$ cat config.mk
export PLATFORM = sky130hd
export DESIGN_NAME = ptlb_array
export DESIGN_NICKNAME = d
export VERILOG_FILES = /design/src/rtl/ptlb_pkg.sv /design/src/rtl/ptlb_store.sv /design/src/rtl/ptlb_match.sv /design/src/rtl/ptlb_array.sv
export SDC_FILE = /design/constraint.sdc
export NUM_CORES = 2
export LEC_CHECK = 0
export ABC_AREA = 0
export BUFFER_PORTS_ARGS = -buffer_cell sky130_fd_sc_hd__buf_2
export CAP_MARGIN = 20
export CELL_PAD_IN_SITES_DETAIL_PLACEMENT = 0
export CELL_PAD_IN_SITES_GLOBAL_PLACEMENT = 1
export CORE_MARGIN = 2
export CORE_UTILIZATION = 41
export CTS_BUF_LIST = sky130_fd_sc_hd__clkbuf_4 sky130_fd_sc_hd__clkbuf_8
export DETAILED_ROUTE_END_ITERATION = 6
export PLACE_DENSITY = 0.85
export SYNTH_ARGS = -nofsm -noshare
export SYNTH_HDL_FRONTEND = slang
export SYNTH_SLANG_ARGS = --single-unit
$ cat constraint.sdc
create_clock -name clk -period 2.94 [get_ports clk]
set_clock_uncertainty 0.2 [all_clocks]
set_input_delay 0.294 -clock clk [delete_from_list [all_inputs] [get_ports clk]]
set_output_delay 0.294 -clock clk [all_outputs]
set_load 0.03 [all_outputs]
$ cat src/rtl/ptlb_pkg.sv
package ptlb_pkg;
  localparam int VPN_W      = 21;
  localparam int ASID_W     = 8;
  localparam int FRAME_W    = 20;
  localparam int ATTR_W     = 3;
  localparam int PAGE_SHIFT = 11;
  localparam int VA_W       = VPN_W + PAGE_SHIFT;
  localparam int HALF_W     = FRAME_W + ATTR_W + 3;

  typedef struct packed {
    logic [FRAME_W-1:0] frame;
    logic [ATTR_W-1:0]  attr;
    logic               dirty;
    logic               valid;
  } half_t;

  typedef struct packed {
    logic [VPN_W-1:0]  tag;
    logic [VPN_W-1:0]  mask;
    logic [ASID_W-1:0] asid;
    logic              glb;
    half_t             ev;
    half_t             od;
  } entry_t;

  function automatic logic [HALF_W-1:0] pack_half(input half_t h, input logic g);
    return {h.frame, h.attr, h.dirty, h.valid, g};
  endfunction

  function automatic half_t unpack_half(input logic [HALF_W-1:0] w);
    return half_t'(w[HALF_W-1:1]);
  endfunction
endpackage

$ cat src/rtl/ptlb_store.sv
module ptlb_store
  import ptlb_pkg::*;
#(
  parameter int ENTRIES = 6,
  parameter int IDX_W   = (ENTRIES > 1) ? $clog2(ENTRIES) : 1
) (
  input  logic                     clk,
  input  logic                     rst,
  input  logic                     flush,
  input  logic                     wr_en,
  input  logic [IDX_W-1:0]         wr_idx,
  input  entry_t                   wr_ent,
  output entry_t [ENTRIES-1:0]     tab,
  output logic                     wr_err,
  output logic [IDX_W-1:0]         nxt_idx
);
  localparam logic [IDX_W-1:0] LAST = IDX_W'(ENTRIES - 1);

  logic in_range;
  assign in_range = ({1'b0, wr_idx} <= {1'b0, LAST});

  always_ff @(posedge clk) begin
    if (rst || flush) begin
      for (int i = 0; i < ENTRIES; i++) tab[i] <= '0;
      nxt_idx <= '0;
    end else if (wr_en && in_range) begin
      tab[wr_idx] <= wr_ent;
      nxt_idx     <= (wr_idx == LAST) ? '0 : wr_idx + 1'b1;
    end
  end

  always_ff @(posedge clk) begin
    if (rst) wr_err <= 1'b0;
    else     wr_err <= wr_en && !in_range;
  end
endmodule

$ cat src/rtl/ptlb_match.sv
module ptlb_match
  import ptlb_pkg::*;
#(
  parameter int ENTRIES = 6,
  parameter int IDX_W   = (ENTRIES > 1) ? $clog2(ENTRIES) : 1
) (
  input  entry_t [ENTRIES-1:0] tab,
  input  logic [VPN_W-1:0]     vpn,
  input  logic [ASID_W-1:0]    asid,
  output logic                 hit,
  output logic [IDX_W-1:0]     idx,
  output logic                 multi
);
  logic [ENTRIES-1:0] m;

  for (genvar g = 0; g < ENTRIES; g++) begin : g_cmp
    logic live, tag_ok, id_ok;
    assign live   = tab[g].ev.valid | tab[g].od.valid;
    assign tag_ok = ((vpn ^ tab[g].tag) & ~tab[g].mask) == '0;
    assign id_ok  = tab[g].glb | (tab[g].asid == asid);
    assign m[g]   = live & tag_ok & id_ok;
  end

  always_comb begin
    idx = '0;
    for (int i = ENTRIES - 1; i >= 0; i--)
      if (m[i]) idx = IDX_W'(i);
  end

  assign hit   = |m;
  assign multi = |(m & (m - 1'b1));
endmodule

$ cat src/rtl/ptlb_array.sv
module ptlb_array
  import ptlb_pkg::*;
#(
  parameter int ENTRIES = 6,
  parameter int IDX_W   = (ENTRIES > 1) ? $clog2(ENTRIES) : 1
) (
  input  logic              clk,
  input  logic              rst,
  input  logic              small_pages,
  input  logic [VA_W-1:0]   lk_vaddr,
  input  logic [ASID_W-1:0] lk_asid,
  output logic              lk_hit,
  output logic [IDX_W-1:0]  lk_idx,
  output logic              lk_multi,
  output logic [VPN_W-1:0]  lk_tag,
  output logic [VPN_W-1:0]  lk_mask,
  output logic [HALF_W-1:0] lk_even,
  output logic [HALF_W-1:0] lk_odd,
  input  logic [VPN_W-1:0]  pr_vpn,
  input  logic [ASID_W-1:0] pr_asid,
  output logic              pr_miss,
  output logic [IDX_W-1:0]  pr_idx,
  input  logic              wr_en,
  input  logic [IDX_W-1:0]  wr_idx,
  input  logic [VPN_W-1:0]  wr_tag,
  input  logic [VPN_W-1:0]  wr_mask,
  input  logic [ASID_W-1:0] wr_asid,
  input  logic              wr_global,
  input  logic [HALF_W-1:0] wr_even,
  input  logic [HALF_W-1:0] wr_odd,
  input  logic              flush,
  output logic              wr_err,
  output logic [IDX_W-1:0]  nxt_idx
);
  entry_t [ENTRIES-1:0] tab;
  entry_t               wr_ent;
  entry_t               sel;
  logic [VPN_W-1:0]     lk_vpn;
  logic                 pr_hit, pr_multi;
  logic [IDX_W-1:0]     pr_raw;

  assign wr_ent = '{tag: wr_tag, mask: wr_mask, asid: wr_asid, glb: wr_global,
                    ev: unpack_half(wr_even), od: unpack_half(wr_odd)};

  assign lk_vpn = lk_vaddr[VA_W-1:PAGE_SHIFT] &
                  ~(small_pages ? VPN_W'(0) : VPN_W'(3));

  ptlb_store #(.ENTRIES(ENTRIES), .IDX_W(IDX_W)) u_store (
    .clk(clk), .rst(rst), .flush(flush), .wr_en(wr_en), .wr_idx(wr_idx),
    .wr_ent(wr_ent), .tab(tab), .wr_err(wr_err), .nxt_idx(nxt_idx)
  );

  ptlb_match #(.ENTRIES(ENTRIES), .IDX_W(IDX_W)) u_lk (
    .tab(tab), .vpn(lk_vpn), .asid(lk_asid),
    .hit(lk_hit), .idx(lk_idx), .multi(lk_multi)
  );

  ptlb_match #(.ENTRIES(ENTRIES), .IDX_W(IDX_W)) u_pr (
    .tab(tab), .vpn(pr_vpn), .asid(pr_asid),
    .hit(pr_hit), .idx(pr_raw), .multi(pr_multi)
  );

  assign sel     = lk_hit ? tab[lk_idx] : '0;
  assign lk_tag  = sel.tag;
  assign lk_mask = sel.mask;
  assign lk_even = pack_half(sel.ev, sel.glb);
  assign lk_odd  = pack_half(sel.od, sel.glb);

  assign pr_miss = !pr_hit;
  assign pr_idx  = pr_hit ? pr_raw : '0;

  logic unused_pr_multi;
  assign unused_pr_multi = pr_multi;
endmodule

# After elaboration in Yosys (flattened, before gate mapping)

Cells that the tools add are included.

$add $sub $neg: 2
$lt $le $gt $ge: 4
Equality and inequality tests: 13
Multiplexer cells: 21
Bitwise logic cells: 75
Reductions and logical operators: 21

Operators with widths:

| kind                                                                  | count |
|---|---|
| 606-bit bitwise mux                                                   | 1 |
| 101-bit binary-select mux with 3-bit select                           | 1 |
| 101-bit demux with 3-bit select                                       | 1 |
| 101-bit two-way mux                                                   | 3 |
| 21-bit AND                                                            | 13 |
| 21-bit logical NOT                                                    | 12 |
| 21-bit bitwise XOR                                                    | 12 |
| 21-bit NOT                                                            | 6 |
| 8-bit equality test                                                   | 12 |
| 3-bit two-way mux                                                     | 14 |
| 1-bit AND                                                             | 24 |
| 2-bit NOT with 21-bit output                                          | 1 |
| 1-bit OR                                                              | 18 |
| 6-bit OR reduction                                                    | 3 |
| 3-bit by 4-bit < comparator with 1-bit output, second input constant  | 2 |
| 6-bit AND                                                             | 1 |
| 6-bit by 1-bit subtractor with 6-bit output, second input constant    | 1 |
| 3-bit by 1-bit adder with 3-bit output, second input constant         | 1 |
| 3-bit equality test, second input constant                            | 1 |
| 3-bit by 1-bit >= comparator with 1-bit output, second input constant | 1 |
| 3-bit less-or-equal comparator, second input constant                 | 1 |
| 1-bit logical AND                                                     | 3 |
| 1-bit logical NOT                                                     | 2 |
| 2-bit two-way mux                                                     | 1 |
| 1-bit logical OR                                                      | 1 |

Register bits: 610
Output and inout bits: 107
Logic and storage cells: 210

# Depth between registers and ports, before layout

Word-level depth: 17
Depth in mapped cells: 13
Depth with buffers taken out: 8

# By module

From an unflattened synthesis, not the netlist that was laid out.

Cell total of the unflattened synthesis: 3511
Area total of the unflattened synthesis: 36018.3 sq um

By module, submodules not included:

| module     | times used | cells an instance | area each (sq um) |
|---|---|---|---|
| ptlb_store | 1          | 2276              | 26402.8 |
| ptlb_match | 2          | 349               | 2566.2 |
| ptlb_array | 1          | 537               | 4483.0 |

# Worst setup path before layout

Ideal clock, no wire load.

Kind: input port to output port
Start point: input lk_vaddr[18]
End point: output lk_odd[0]
Arrival: 3.503 ns
Data required time: 2.446 ns
Path slack: -1.057 ns
Cell stages on the path: 12
Path through: clkbuf_1 xnor2_1 o22ai_1 a2111oi_4 o2111ai_2 o211ai_1 buf_2 clkbuf_1 nand3_1 a21bo_1 a222oi_1 buf_4

Longest elaborated chain between the ends: 15

Ends and longest elaborated chain:

| item                                        | RTL line         | source |
|---|---|---|
| start, declared                             | ptlb_array.sv:10 | `input logic [VA_W-1:0] lk_vaddr,` |
| 21-bit AND (*)                              | ptlb_array.sv:45 | `assign lk_vpn = lk_vaddr[VA_W-1:PAGE_SHIFT] &` |
| 21-bit bitwise XOR                          | ptlb_match.sv:19 | `assign tag_ok = ((vpn ^ tab[g].tag) & ~tab[g].mask) == '0;` |
| 21-bit AND                                  | ptlb_match.sv:19 |  |
| 21-bit logical NOT                          | ptlb_match.sv:19 |  |
| 1-bit AND (2 in series)                     | ptlb_match.sv:21 | `assign m[g] = live & tag_ok & id_ok;` |
| 3-bit two-way mux (6 in series)             | ptlb_match.sv:27 | `if (m[i]) idx = IDX_W'(i);` |
| 101-bit binary-select mux with 3-bit select | ptlb_array.sv:63 | `assign sel = lk_hit ? tab[lk_idx] : '0;` |
| 101-bit two-way mux (implied by the code)   | ptlb_array.sv:63 |  |
| 101-bit two-way mux (*)                     | ptlb_array.sv:63 |  |
| end, declared                               | ptlb_array.sv:18 | `output logic [HALF_W-1:0] lk_odd,` |

Mark *: on every way between the ends. The rest lies on a longest branch, timed or not. The select of a mux whose other input is x is not followed.

# Worst setup path in the final report

Start point: register, netlist name u_store.tab[190]
End point: output lk_mask[1]

Longest elaborated chain between the ends: 10

Ends and longest elaborated chain:

| item                                        | RTL line         | source |
|---|---|---|
| 21-bit bitwise XOR (*)                      | ptlb_match.sv:19 |  |
| 21-bit AND (*)                              | ptlb_match.sv:19 |  |
| 21-bit logical NOT (*)                      | ptlb_match.sv:19 |  |
| 1-bit AND (*) (2 in series)                 | ptlb_match.sv:21 |  |
| 3-bit two-way mux (2 in series)             | ptlb_match.sv:27 |  |
| 101-bit binary-select mux with 3-bit select | ptlb_array.sv:63 |  |
| 101-bit two-way mux (implied by the code)   | ptlb_array.sv:63 |  |
| 101-bit two-way mux (*)                     | ptlb_array.sv:63 |  |
| end, declared                               | ptlb_array.sv:16 | `output logic [VPN_W-1:0] lk_mask,` |

Marks and branches as above.

==> flow_summary.yaml <==
outcome:
  outcome: "finished with violations"
  violations: "design-rule violations, negative setup slack"
hold_path:
  hold_path_class: "in2reg"
  hold_start: "wr_odd[10]"
  hold_end: "u_store.tab[413]$_SDFFE_PP0P_"
  hold_path_depth: 4
pwr:
  ir_drop_uv: 395.1
  power_mw: 19.36
  leakage_nw: 16.14
  power_density_mw_per_mm2: 419.2
sta:
  whs_ns: 0.1781
  fin_crit_ns: 4.704
  rsz0062_at_grt: "true"
  hold_viol: 0
  layout_setup_ws_ns: -1.764
  relSlewSlack_pct: 27.56
  final_max_slew_viol_count: 0
  max_freq_mhz: 212.6
  worstMarginPinSlew_ns: 1.087
  setup_viol_count_final: 103
  fin_crit_sh_pct: 160.0
cells_and_area:
  final_nets: 5092
  seqCellArea_sq_mm: 0.01228
  multi_input_area_sq_mm: 0.01955
  fin_area_sq_mm: 0.04619
  drive_gt1_share_pct: 31.74
  area_growth_pct: 49.55
  fill_cells: 6202
place:
  pre_cts_slack_ns: -1.323
  place_congestion: 1.099
  io_buffers: 273
  post_dp_cell_area_sq_mm: 0.03797
  hpwl_um: 105900
floorplan:
  fp-row-count: 100
  die-height_um: 278.5
  fp.dieW_um: 278.5
  start_util_pct: 41.48
  die_area_sq_mm: 0.07753
  core_area_sq_mm: 0.07445
  io_pins: 287
drt:
  vias: 35520
  drtIter0Drc: 5565
  dr.pass1.iters: 7
  wl_per_cell_um: 26.58
  ant_nets: 0
  drc: 42
  routed_via_density: 5.948
  routed_wl_um: 158700
clock_network:
  cts_made_buffers: 111
  clk_pin_slew_ns: 0.06
  cts_tree: "built"
  clockBufferDepth: 3
  htreeDepth: 3
  cts.sinks: 610
  clkLatencyLatePin_ns: 0.75
  root_buffer: "clkbuf_8"
synthesis:
  ys_ff_latch: 610
  synth-main-ff-cell: "dfxtp_1"
  seq_area_frac_synth_pct: 39.54
  synth_edf_count: 0
  synth_cells: 4002
  async_reset_ff_share_pct: 0
  yosys_warnings: 0
  netlist_area_sq_mm: 0.03088
  synth_nets: 4182
  avgSynthCellArea_sq_um: 7.717
  ys_types: 50
worst_setup_path:
  end_kind: "primary output"
  cp_slowest_cell: "a222oi_1"
  critical_path.top_delay_family: "compound AO/OA/AOI/OAI gates"
  worstRegToRegCells: 3
  r2r_slack_ns: 1.56
  crit_path_max_incr_delay_ns: 0.93
  r2r-start: "u_store.tab[29]$_SDFFE_PP0P_"
  crit_type: "reg2out"
  worstPathRequired_ns: 2.45
  start_kind: "flop"
  worstReg2RegEnd: "u_store.tab[29]$_SDFFE_PP0P_"
  crit_arrival_ns: 4.21
  cp_max_fo: 6
  critPathBufInv: 5
  crit_chain: "xnor2_2, o22ai_2, nor4_2, buf_4, and4_4, o21ai_4, buf_12, nor2_8, buf_6, o21ai_2, a222oi_1, buf_4, buf_6"
global_route:
  grt_antenna_before_repair: 11
  grt_max_degree: 85
  grt_pass1_wl_um: 226000
  grt_pass1_vias: 33350
  grt_remaining_overflow: 0
  grt_util_all_layers_pct: 39.07
run:
  maxCapViolCount: 0
area by class of cell:
cell class / instances / area share [%]
flip-flops and latches: 610 / 26.60
multi-input cells: 3026 / 42.32
inverters: 6 / 0.04876
well taps: 969 / 2.625
repair buffers: 1157 / 23.19
diodes: 8 / 0.04335
clock inverters: 20 / 0.4714
clock buffers: 175 / 4.700
through the flow:
stage               std cells  setup TNS [ns]  utilization (%)
global placement         5537         -102.07            51.01
global route             5967         -152.39            62.03
detailed placement       5537          -99.15            51.01
CTS                      5937         -138.16            60.58
floorplan                4002          -51.30                -
finish                   5971         -144.65            62.04
kinds of logic after synthesis:
kind of cell | count (synthesis) | synth area share, %
mux | 184 | 5.964
compound gates | 1061 | 21.25
buf+inv | 366 | 4.927
simple gates | 1438 | 18.59
flops | 610 | 39.54
xor+xnor | 343 | 9.728
routing by layer:
layer / share of wire, % / track usage [%] / vias to the layer above
met1: 38 / 50.49 / 16840
met3: 12 / 9.318 / 574
li1: - / - / 15580
met5: 0.034 / 0 / -
met4: 7.1 / 22.61 / 8
met2: 43 / 59.50 / 2512
report_power, final:
group	internal [mW]	switching, mW	leakage [nW]	total (mW)
registers	8.33	0.0529	4.94	8.39
clock network	4.95	3.92	1.28	8.87
logic	0.793	1.31	9.91	2.10
total	14.1	5.29	16.1	19.4
timing repair:
item	CTS	global route
cloned	24	5
resized for setup	517	198
endpoints found under the hold margin	610	0
pin swaps	146	128
buffers inserted	81	42
endpoints found under the setup margin	103	103
hold buffers	109	0
registers in the layout, summed over array words and instances (netlist names):
register         flops
u_store.nxt_idx      3
u_store.tab        606
u_store.wr_err       1
how the worst max path moves through the flow:
stage,start,endpoint,slack [ns],depth (start not counted)
6_report,u_store.tab[190]$_SDFFE_PP0P_,lk_mask[1],-1.76,13
5_1_grt,u_store.tab[153]$_SDFFE_PP0P_,lk_odd[8],-1.66,15
4_1_cts,u_store.tab[155]$_SDFFE_PP0P_,lk_tag[19],-1.52,14
3_5_place_dp,lk_vaddr[24],lk_tag[19],-1.32,16
3_3_place_gp,lk_vaddr[24],lk_tag[19],-1.36,16
2_1_floorplan,lk_vaddr[26],lk_odd[0],-0.85,13
cell usage in the layout (no fill, tap or decap), types with 10 or more instances in the layout:
cell and n:
clkinv_2 11, xnor2_4 23, buf_8 23, clkbuf_8 137, mux2i_1 166, a21bo_1 91, buf_6 108, xor2_1 63
nand2_1 1215, o22ai_1 61, nand3_1 75, mux2i_2 10, a21oi_1 616, nand4_1 15, o21ai_0 93, o22ai_2 49
nor2_2 11, dfxtp_2 34, nor4_2 11, nor4_1 10, buf_4 631, buf_12 96, buf_2 170, xnor2_2 78
clkbuf_4 38, dlygate4sd3_1 109, a222oi_1 93, nor2_1 24, buf_16 16, nand3_2 17, dfxtp_1 568, xnor2_1 177
cells in the mapped netlist (39+ instances only):
cell,n,area share [%]
o21ai_0,97,1.6
nor2_1,39,0.47
a21oi_1,621,10
dfxtp_1,610,40
nand3_1,98,1.6
buf_2,40,0.65
clkbuf_1,298,3.6
a21bo_1,92,3.0
xnor2_1,278,7.9
nand2_1,1220,15
a222oi_1,93,3.0
mux2i_1,184,6.0
o22ai_1,117,2.4
xor2_1,65,1.8
worst register-to-register path, cell delays in order, from the launching register on:
cell and delay [ns]:
dfxtp_1 0.32, nand2_1 0.07, a21oi_1 0.14, dlygate4sd3_1 0.59
No activity file was read; power rests on OpenSTA's default activity.
